===== src/rtl/i2cs_pkg.sv =====
`timescale 1ns/1ps
package i2cs_pkg;

  typedef enum logic [2:0] {
    ST_IDLE,
    ST_RX,
    ST_WFALL,
    ST_ACK,
    ST_TX,
    ST_TXACK,
    ST_SKIP
  } eng_state_t;

  typedef enum logic [1:0] {
    K_ADDR,
    K_PTR,
    K_DATA
  } rx_kind_t;

  // True when the upper seven bits of the first byte name this slave.
  function automatic logic addr_hit(input logic [7:0] b, input logic [6:0] own);
    return b[7:1] == own;
  endfunction

  // True when a pointer falls inside the writable bank.
  function automatic logic ptr_ok(input logic [7:0] p, input int unsigned n);
    return {24'd0, p} < n;
  endfunction

  // Places the power-up flag into the raw status byte.
  function automatic logic [7:0] merge_status(input logic [7:0] raw,
                                              input logic flag,
                                              input int unsigned pos);
    logic [7:0] r;
    r = raw;
    r[pos] = flag;
    return r;
  endfunction

endpackage


===== src/rtl/i2cs_sync.sv =====
`timescale 1ns/1ps
module i2cs_sync #(
  parameter int STAGES = 2
) (
  input  logic clk,
  input  logic rst_n,
  input  logic scl_i,
  input  logic sda_i,
  output logic scl_s,
  output logic sda_s,
  output logic scl_rise,
  output logic scl_fall,
  output logic start_det,
  output logic stop_det
);

  logic [STAGES-1:0] scl_ff;
  logic [STAGES-1:0] sda_ff;
  logic              scl_d;
  logic              sda_d;

  // Idle bus is high, so the chains reset to ones.
  always_ff @(posedge clk or negedge rst_n) begin
    if (!rst_n) begin
      scl_ff <= '1;
      sda_ff <= '1;
      scl_d  <= 1'b1;
      sda_d  <= 1'b1;
    end else begin
      scl_ff <= {scl_ff[STAGES-2:0], scl_i};
      sda_ff <= {sda_ff[STAGES-2:0], sda_i};
      scl_d  <= scl_ff[STAGES-1];
      sda_d  <= sda_ff[STAGES-1];
    end
  end

  assign scl_s     = scl_ff[STAGES-1];
  assign sda_s     = sda_ff[STAGES-1];
  assign scl_rise  = scl_s & ~scl_d;
  assign scl_fall  = ~scl_s & scl_d;
  assign start_det = scl_s & scl_d & sda_d & ~sda_s;
  assign stop_det  = scl_s & scl_d & ~sda_d & sda_s;

endmodule


===== src/rtl/i2cs_engine.sv =====
`timescale 1ns/1ps
module i2cs_engine
  import i2cs_pkg::*;
#(
  parameter logic [6:0] SLAVE_ADDR = 7'b1100000,
  parameter int         NUM_REGS   = 8,
  localparam int        IDX_W      = (NUM_REGS > 1) ? $clog2(NUM_REGS) : 1
) (
  input  logic             clk,
  input  logic             rst_n,
  input  logic             sda_s,
  input  logic             scl_rise,
  input  logic             scl_fall,
  input  logic             start_det,
  input  logic             stop_det,
  input  logic [7:0]       stat_byte1,
  input  logic [7:0]       stat_byte2,
  output logic             sda_oe,
  output logic             wr_req,
  output logic [IDX_W-1:0] wr_idx,
  output logic [7:0]       wr_data,
  output logic             rd_stop
);

  eng_state_t state;
  rx_kind_t   kind;
  logic [2:0] bitcnt;
  logic [7:0] sr;
  logic [7:0] txsr;
  logic [7:0] ptr;
  logic       ack_pend;
  logic       rd_mode;
  logic       rd_sel;
  logic       mack;
  logic [7:0] rx_next;
  logic       last_bit;

  assign rx_next  = {sr[6:0], sda_s};
  assign last_bit = (bitcnt == 3'd7);

  // Open-drain drive: low during ACK, or while sending a zero bit.
  assign sda_oe = (state == ST_ACK) | ((state == ST_TX) & ~txsr[7]);

  always_ff @(posedge clk or negedge rst_n) begin
    if (!rst_n) begin
      state    <= ST_IDLE;
      kind     <= K_ADDR;
      bitcnt   <= '0;
      sr       <= '0;
      txsr     <= '0;
      ptr      <= '0;
      ack_pend <= 1'b0;
      rd_mode  <= 1'b0;
      rd_sel   <= 1'b0;
      mack     <= 1'b0;
      wr_req   <= 1'b0;
      wr_idx   <= '0;
      wr_data  <= '0;
      rd_stop  <= 1'b0;
    end else begin
      wr_req  <= 1'b0;
      rd_stop <= 1'b0;
      if (start_det) begin
        state   <= ST_RX;
        kind    <= K_ADDR;
        bitcnt  <= '0;
        rd_mode <= 1'b0;
      end else if (stop_det) begin
        state   <= ST_IDLE;
        rd_stop <= rd_mode;
        rd_mode <= 1'b0;
      end else begin
        unique case (state)
          ST_RX: begin
            if (scl_rise) begin
              sr     <= rx_next;
              bitcnt <= bitcnt + 3'd1;
              if (last_bit) begin
                state <= ST_WFALL;
                unique case (kind)
                  K_ADDR: begin
                    ack_pend <= addr_hit(rx_next, SLAVE_ADDR);
                    rd_mode  <= addr_hit(rx_next, SLAVE_ADDR) & rx_next[0];
                  end
                  K_PTR: begin
                    ptr      <= rx_next;
                    ack_pend <= 1'b1;
                  end
                  default: begin
                    if (ptr_ok(ptr, NUM_REGS)) begin
                      wr_req   <= 1'b1;
                      wr_idx   <= ptr[IDX_W-1:0];
                      wr_data  <= rx_next;
                      ptr      <= ptr + 8'd1;
                      ack_pend <= 1'b1;
                    end else begin
                      ack_pend <= 1'b0;
                    end
                  end
                endcase
              end
            end
          end
          ST_WFALL: begin
            if (scl_fall) state <= ack_pend ? ST_ACK : ST_SKIP;
          end
          ST_ACK: begin
            if (scl_fall) begin
              bitcnt <= '0;
              if (rd_mode) begin
                state  <= ST_TX;
                txsr   <= stat_byte1;
                rd_sel <= 1'b1;
              end else begin
                state <= ST_RX;
                kind  <= (kind == K_ADDR) ? K_PTR : K_DATA;
              end
            end
          end
          ST_TX: begin
            if (scl_fall) begin
              if (last_bit) begin
                state  <= ST_TXACK;
                bitcnt <= '0;
              end else begin
                txsr   <= {txsr[6:0], 1'b1};
                bitcnt <= bitcnt + 3'd1;
              end
            end
          end
          ST_TXACK: begin
            if (scl_rise) mack <= ~sda_s;
            if (scl_fall) begin
              if (mack) begin
                state  <= ST_TX;
                txsr   <= rd_sel ? stat_byte2 : stat_byte1;
                rd_sel <= ~rd_sel;
              end else begin
                state <= ST_SKIP;
              end
            end
          end
          default: ;
        endcase
      end
    end
  end

endmodule


===== src/rtl/i2cs_regbank.sv =====
`timescale 1ns/1ps
module i2cs_regbank
  import i2cs_pkg::*;
#(
  parameter int                    NUM_REGS = 8,
  parameter int                    PWR_BIT  = 2,
  parameter logic [NUM_REGS*8-1:0] REG_INIT = '0,
  localparam int                   IDX_W    = (NUM_REGS > 1) ? $clog2(NUM_REGS) : 1
) (
  input  logic                  clk,
  input  logic                  rst_n,
  input  logic                  wr_req,
  input  logic [IDX_W-1:0]      wr_idx_in,
  input  logic [7:0]            wr_data,
  input  logic                  rd_stop,
  input  logic [7:0]            stat1_raw,
  input  logic [7:0]            stat2_raw,
  output logic [NUM_REGS*8-1:0] reg_flat,
  output logic                  wr_stb,
  output logic [IDX_W-1:0]      wr_idx,
  output logic                  pwr_flag,
  output logic [7:0]            stat_byte1,
  output logic [7:0]            stat_byte2
);

  logic [7:0] regs_q [NUM_REGS];

  always_ff @(posedge clk or negedge rst_n) begin
    if (!rst_n) begin
      for (int k = 0; k < NUM_REGS; k++) regs_q[k] <= REG_INIT[k*8 +: 8];
      wr_stb   <= 1'b0;
      wr_idx   <= '0;
      pwr_flag <= 1'b1;
    end else begin
      wr_stb <= wr_req;
      if (wr_req) begin
        wr_idx         <= wr_idx_in;
        regs_q[wr_idx_in] <= wr_data;
      end
      if (rd_stop) pwr_flag <= 1'b0;
    end
  end

  for (genvar g = 0; g < NUM_REGS; g++) begin : g_flat
    assign reg_flat[g*8 +: 8] = regs_q[g];
  end

  assign stat_byte1 = merge_status(stat1_raw, pwr_flag, PWR_BIT);
  assign stat_byte2 = stat2_raw;

endmodule


===== src/rtl/i2c_reg_slave.sv =====
`timescale 1ns/1ps
module i2c_reg_slave #(
  parameter logic [6:0]            SLAVE_ADDR  = 7'b1100000,
  parameter int                    NUM_REGS    = 8,
  parameter int                    SYNC_STAGES = 2,
  parameter int                    PWR_BIT     = 2,
  parameter logic [NUM_REGS*8-1:0] REG_INIT    = '0,
  localparam int                   IDX_W       = (NUM_REGS > 1) ? $clog2(NUM_REGS) : 1
) (
  input  logic                  clk,
  input  logic                  rst_n,
  input  logic                  scl_i,
  input  logic                  sda_i,
  input  logic [7:0]            stat1_i,
  input  logic [7:0]            stat2_i,
  output logic                  sda_oe,
  output logic [NUM_REGS*8-1:0] reg_q,
  output logic                  wr_stb,
  output logic [IDX_W-1:0]      wr_idx
);

  // Internal events, named for the checker.
  logic             scl_s;
  logic             sda_s;
  logic             scl_rise;
  logic             scl_fall;
  logic             start_det;
  logic             stop_det;
  logic             wr_req;
  logic [IDX_W-1:0] req_idx;
  logic [7:0]       req_data;
  logic             rd_stop;
  logic             pwr_flag;
  logic [7:0]       stat_byte1;
  logic [7:0]       stat_byte2;

  i2cs_sync #(.STAGES(SYNC_STAGES)) u_sync (
    .clk       (clk),
    .rst_n     (rst_n),
    .scl_i     (scl_i),
    .sda_i     (sda_i),
    .scl_s     (scl_s),
    .sda_s     (sda_s),
    .scl_rise  (scl_rise),
    .scl_fall  (scl_fall),
    .start_det (start_det),
    .stop_det  (stop_det)
  );

  i2cs_engine #(.SLAVE_ADDR(SLAVE_ADDR), .NUM_REGS(NUM_REGS)) u_engine (
    .clk        (clk),
    .rst_n      (rst_n),
    .sda_s      (sda_s),
    .scl_rise   (scl_rise),
    .scl_fall   (scl_fall),
    .start_det  (start_det),
    .stop_det   (stop_det),
    .stat_byte1 (stat_byte1),
    .stat_byte2 (stat_byte2),
    .sda_oe     (sda_oe),
    .wr_req     (wr_req),
    .wr_idx     (req_idx),
    .wr_data    (req_data),
    .rd_stop    (rd_stop)
  );

  i2cs_regbank #(.NUM_REGS(NUM_REGS), .PWR_BIT(PWR_BIT), .REG_INIT(REG_INIT)) u_bank (
    .clk        (clk),
    .rst_n      (rst_n),
    .wr_req     (wr_req),
    .wr_idx_in  (req_idx),
    .wr_data    (req_data),
    .rd_stop    (rd_stop),
    .stat1_raw  (stat1_i),
    .stat2_raw  (stat2_i),
    .reg_flat   (reg_q),
    .wr_stb     (wr_stb),
    .wr_idx     (wr_idx),
    .pwr_flag   (pwr_flag),
    .stat_byte1 (stat_byte1),
    .stat_byte2 (stat_byte2)
  );

endmodule


===== config.mk =====
export PLATFORM = sky130hd
export DESIGN_NAME = i2c_reg_slave
export DESIGN_NICKNAME = d
export VERILOG_FILES = /design/src/rtl/i2cs_pkg.sv /design/src/rtl/i2cs_sync.sv /design/src/rtl/i2cs_engine.sv /design/src/rtl/i2cs_regbank.sv /design/src/rtl/i2c_reg_slave.sv
export SDC_FILE = /design/constraint.sdc
export NUM_CORES = 1
export LEC_CHECK = 0
export BUFFER_PORTS_ARGS = -buffer_cell sky130_fd_sc_hd__clkbuf_2
export CAP_MARGIN = 20
export CORE_UTILIZATION = 45
export DETAILED_ROUTE_END_ITERATION = 12
export PLACE_DENSITY = 0.71
export SYNTH_ARGS = -nofsm -noshare
export SYNTH_HDL_FRONTEND = slang
export SYNTH_SLANG_ARGS = --single-unit

===== constraint.sdc =====
create_clock -name clk -period 5.5 [get_ports clk]
set_input_delay 1.65 -clock clk [delete_from_list [all_inputs] [get_ports clk]]
set_output_delay 1.65 -clock clk [all_outputs]
set_load 0.02 [all_outputs]

==> impl_metrics.csv <==
group,metric,value,unit
status,outcome,"finished, final reports clean",
sta,finalCritPeriodShare,65.2,%
job,cap_violations,0,
cts,root_buffer,"clkbuf_16",
cts,cts.reportedPaths.clkPinSlew,0.06,ns
synth,synth_area,0.00550,mm²
global_route,grt.total_usage,19.1,%
cells_and_area,drive_gt1_share,47.0,%
hold_path,hold_depth,0,
worst_setup_path,crit_type,"register to output pin",
cts,clk_latency,0.41,ns
detailed_routing,initialDrtViolationCount,170,
sta,worst_slew_pin_slew,0.830,ns
cells_and_area,fin_nets,527,
synth,synth.avg_cell_area,13.2,µm²
cts,cts_made_buffers,17,
die,boundaryPins,89,
detailed_routing,vias,3681,
die,core_area,0.0120,mm²
synth,syn_inst,416,
synth,ys_warn_count,0,
global_route,antenna_found_initial,0,
sta,setup_violations,0,
power,p_per_area,423,mW/mm²
detailed_routing,wire_per_inst,17.1,µm
worst_setup_path,reg2reg_depth,5,
worst_setup_path,cp_data_required_time,3.85,ns
power,p_int,2.02,mW
cells_and_area,n_fill_cell,976,
cts,cts_max_level,4,
global_route,grt-ovfl-total,0,
placed_design,numPortBuffers,87,
die,die_x,113,µm
sta,drv_slew,0,
power,ir_drop,0.224,mV
sta,fmax,279,MHz
global_route,grt_pass1_wl,18600,µm
die,row_count,40,
placed_design,post-dp-hpwl,7720,µm
cells_and_area,final_common_cell,"dfrtp_1",
detailed_routing,drt_pass1_iterations,4,
sta,hold_violations,0,
power,p_leak,3.35,nW
worst_setup_path,cp-start-kind,"register",
cells_and_area,diodes,0,
cts,cts_setup_buffers,0,
synth,synth_enable_flop_cells,0,
placed_design,pre_cts_ws,2.38,ns
sta,finalSetupTns,0,ns
synth,ys_ff_latch,123,
power,p_sw,793,µW
detailed_routing,ant_nets,0,
power,p_clk_share,42.4,%
worst_setup_path,crit_arrival,1.94,ns
hold_path,hold_class,"register to register",
cts,cts_tree,"done",
cts,ctsResizeCount,0,
synth,ys_types,64,
sta,finClkSkew,0.00522,ns
global_route,grt_pass1_vias,3585,
cts,cts.sinks,123,
cells_and_area,final_cell_mix,"dfrtp_1 (116), mux2_2 (87), clkbuf_2 (86)",
power,power_frac_seq,42.0,%
sta,rsz0062_at_grt,"false",
synth,async_flop_share,100,%
synth,seq_area_frac_synth,56.1,%
die,die_y,113,µm
cts,cts_buffer_depth,2,
placed_design,place_congestion,0.894,
cts,ctsHoldBuffers,0,
sta,fin_crit,3.59,ns
sta,maxSlewHeadroom,44.7,%
sta,fin_hold_ws,0.355,ns
power,swShare,28.1,%
worst_setup_path,critPathMaxFanout,22,
cells_and_area,area_growth,21.2,%
power,combPwrFrac,15.6,%
die,start_util,46.0,%
worst_setup_path,critPathCaptureType,"output pin",
global_route,grt_max_degree,68,
detailed_routing,drc,0,
synth,synth-main-ff-cell,"dfrtp_1",
die,die_area,0.0127,mm²
detailed_routing,viasPerCell,5.54,
synth,syn_nets,439,
detailed_routing,wirelength,11400,µm
sta,fin_ws,1.91,ns
stage by stage:
stage	power [mW]	utilization (%)	area, µm²	std cells
6_report	2.82	55.7	6660	664
4_1_cts	2.84	55.7	6660	664
3_3_place_gp	1.61	50.3	6020	632
2_1_floorplan	1.51	-	5500	416
3_5_place_dp	1.63	50.3	6020	632
5_1_grt	2.95	55.7	6660	664
cells in the mapped netlist (3+ instances only):
library cell,instances,share of area [%]
o21ai_0,18,1.6
nand2_1,10,0.68
buf_6,4,0.82
dfstp_2,7,3.3
nand3_1,6,0.55
nor2b_1,7,0.80
a221o_1,7,1.3
nor3_1,5,0.45
nand2b_1,6,0.68
ha_1,3,0.68
nand4_1,3,0.34
nand4b_1,3,0.48
a21oi_1,15,1.4
inv_1,9,0.61
mux2_4,9,2.5
clkbuf_1,11,0.75
nor2_1,20,1.4
a2bb2oi_2,4,1.1
nand3b_1,3,0.41
and3_1,3,0.34
a31oi_1,3,0.34
nor3_2,3,0.55
o31ai_1,3,0.41
mux2_2,87,18
dfrtp_1,116,53
final cells by class:
class                      instances  area [µm²]  share of cell area [%]
tap                              147         184                    2.76
timing repair buffer              89         453                    6.80
clock inverter                    13         189                    2.84
clock buffer                      19         453                    6.80
sequential                       123        3090                    46.3
multi-input combinational        263        2260                    33.9
inverter                          10        37.5                   0.563
flip-flops by register name (all words and copies together) (netlist names), 2 cells and up:
register,cells
u_sync.sda_ff,2
u_sync.scl_ff,2
u_bank.wr_idx,3
u_engine.txsr,8
u_bank.reg_flat,64
u_engine.sr,7
u_engine.wr_data,8
u_engine.ptr,8
u_engine.wr_idx,3
u_engine.bitcnt,3
u_engine.state,3
u_engine.kind,2
kinds of logic after synthesis:
family                     after synthesis  share of synthesized area, %
DFF                                    123                          56.1
muxes                                   97                          20.5
and+or+nand+nor                         89                          9.92
AOI/OAI and AO/OA                       73                          9.90
buffers and inverters                   30                          2.75
adders and majority gates                3                         0.683
xor gates and xnor gates                 1                         0.159
per-layer routing:
metal / share of wire (%) / wire [µm] / GRT usage, % / vias to the layer above
li1: - / - / - / 1714
met1: 46 / 5190 / 24.9 / 1852
met2: 49 / 5600 / 31.1 / 104
met3: 3.9 / 446 / 5.72 / 11
met4: 1.1 / 120 / 5.42 / 0
met5: 0 / 0 / 0 / -
power by group through the flow:
stage / clock, mW / sequential, mW / combinational, mW
floorplan: 0 / 1.11 / 0.400
global placement: 0 / 1.18 / 0.422
detailed placement: 0 / 1.19 / 0.440
CTS: 1.22 / 1.18 / 0.445
global route: 1.26 / 1.20 / 0.491
finish: 1.19 / 1.18 / 0.441
worst paths after layout:
kind	startpoint	endpoint	slack, ns
hold reg to reg	u_sync.scl_ff[0]$_DFF_PN1_	u_sync.scl_ff[1]$_DFF_PN1_	0.36
min in group asynchronous	rst_n	u_bank.reg_flat[55]$_DFFE_PN0P_	1.33
hold / removal	u_sync.scl_ff[0]$_DFF_PN1_	u_sync.scl_ff[1]$_DFF_PN1_	0.36
setup reg to reg	u_engine.state[0]$_DFFE_PN0P_	u_engine.ptr[5]$_DFFE_PN0P_	3.14
setup / recovery	u_engine.state[0]$_DFFE_PN0P_	sda_oe	1.91
max in group asynchronous	rst_n	u_bank.pwr_flag$_DFFE_PN1P_	3.24
critical path: stages (launching register included):
cell and delay (ns):
dfrtp_1 0.79, nand3b_1 0.33, o31ai_1 0.18, clkbuf_2 0.23
(Power assumes the default switching activity.)
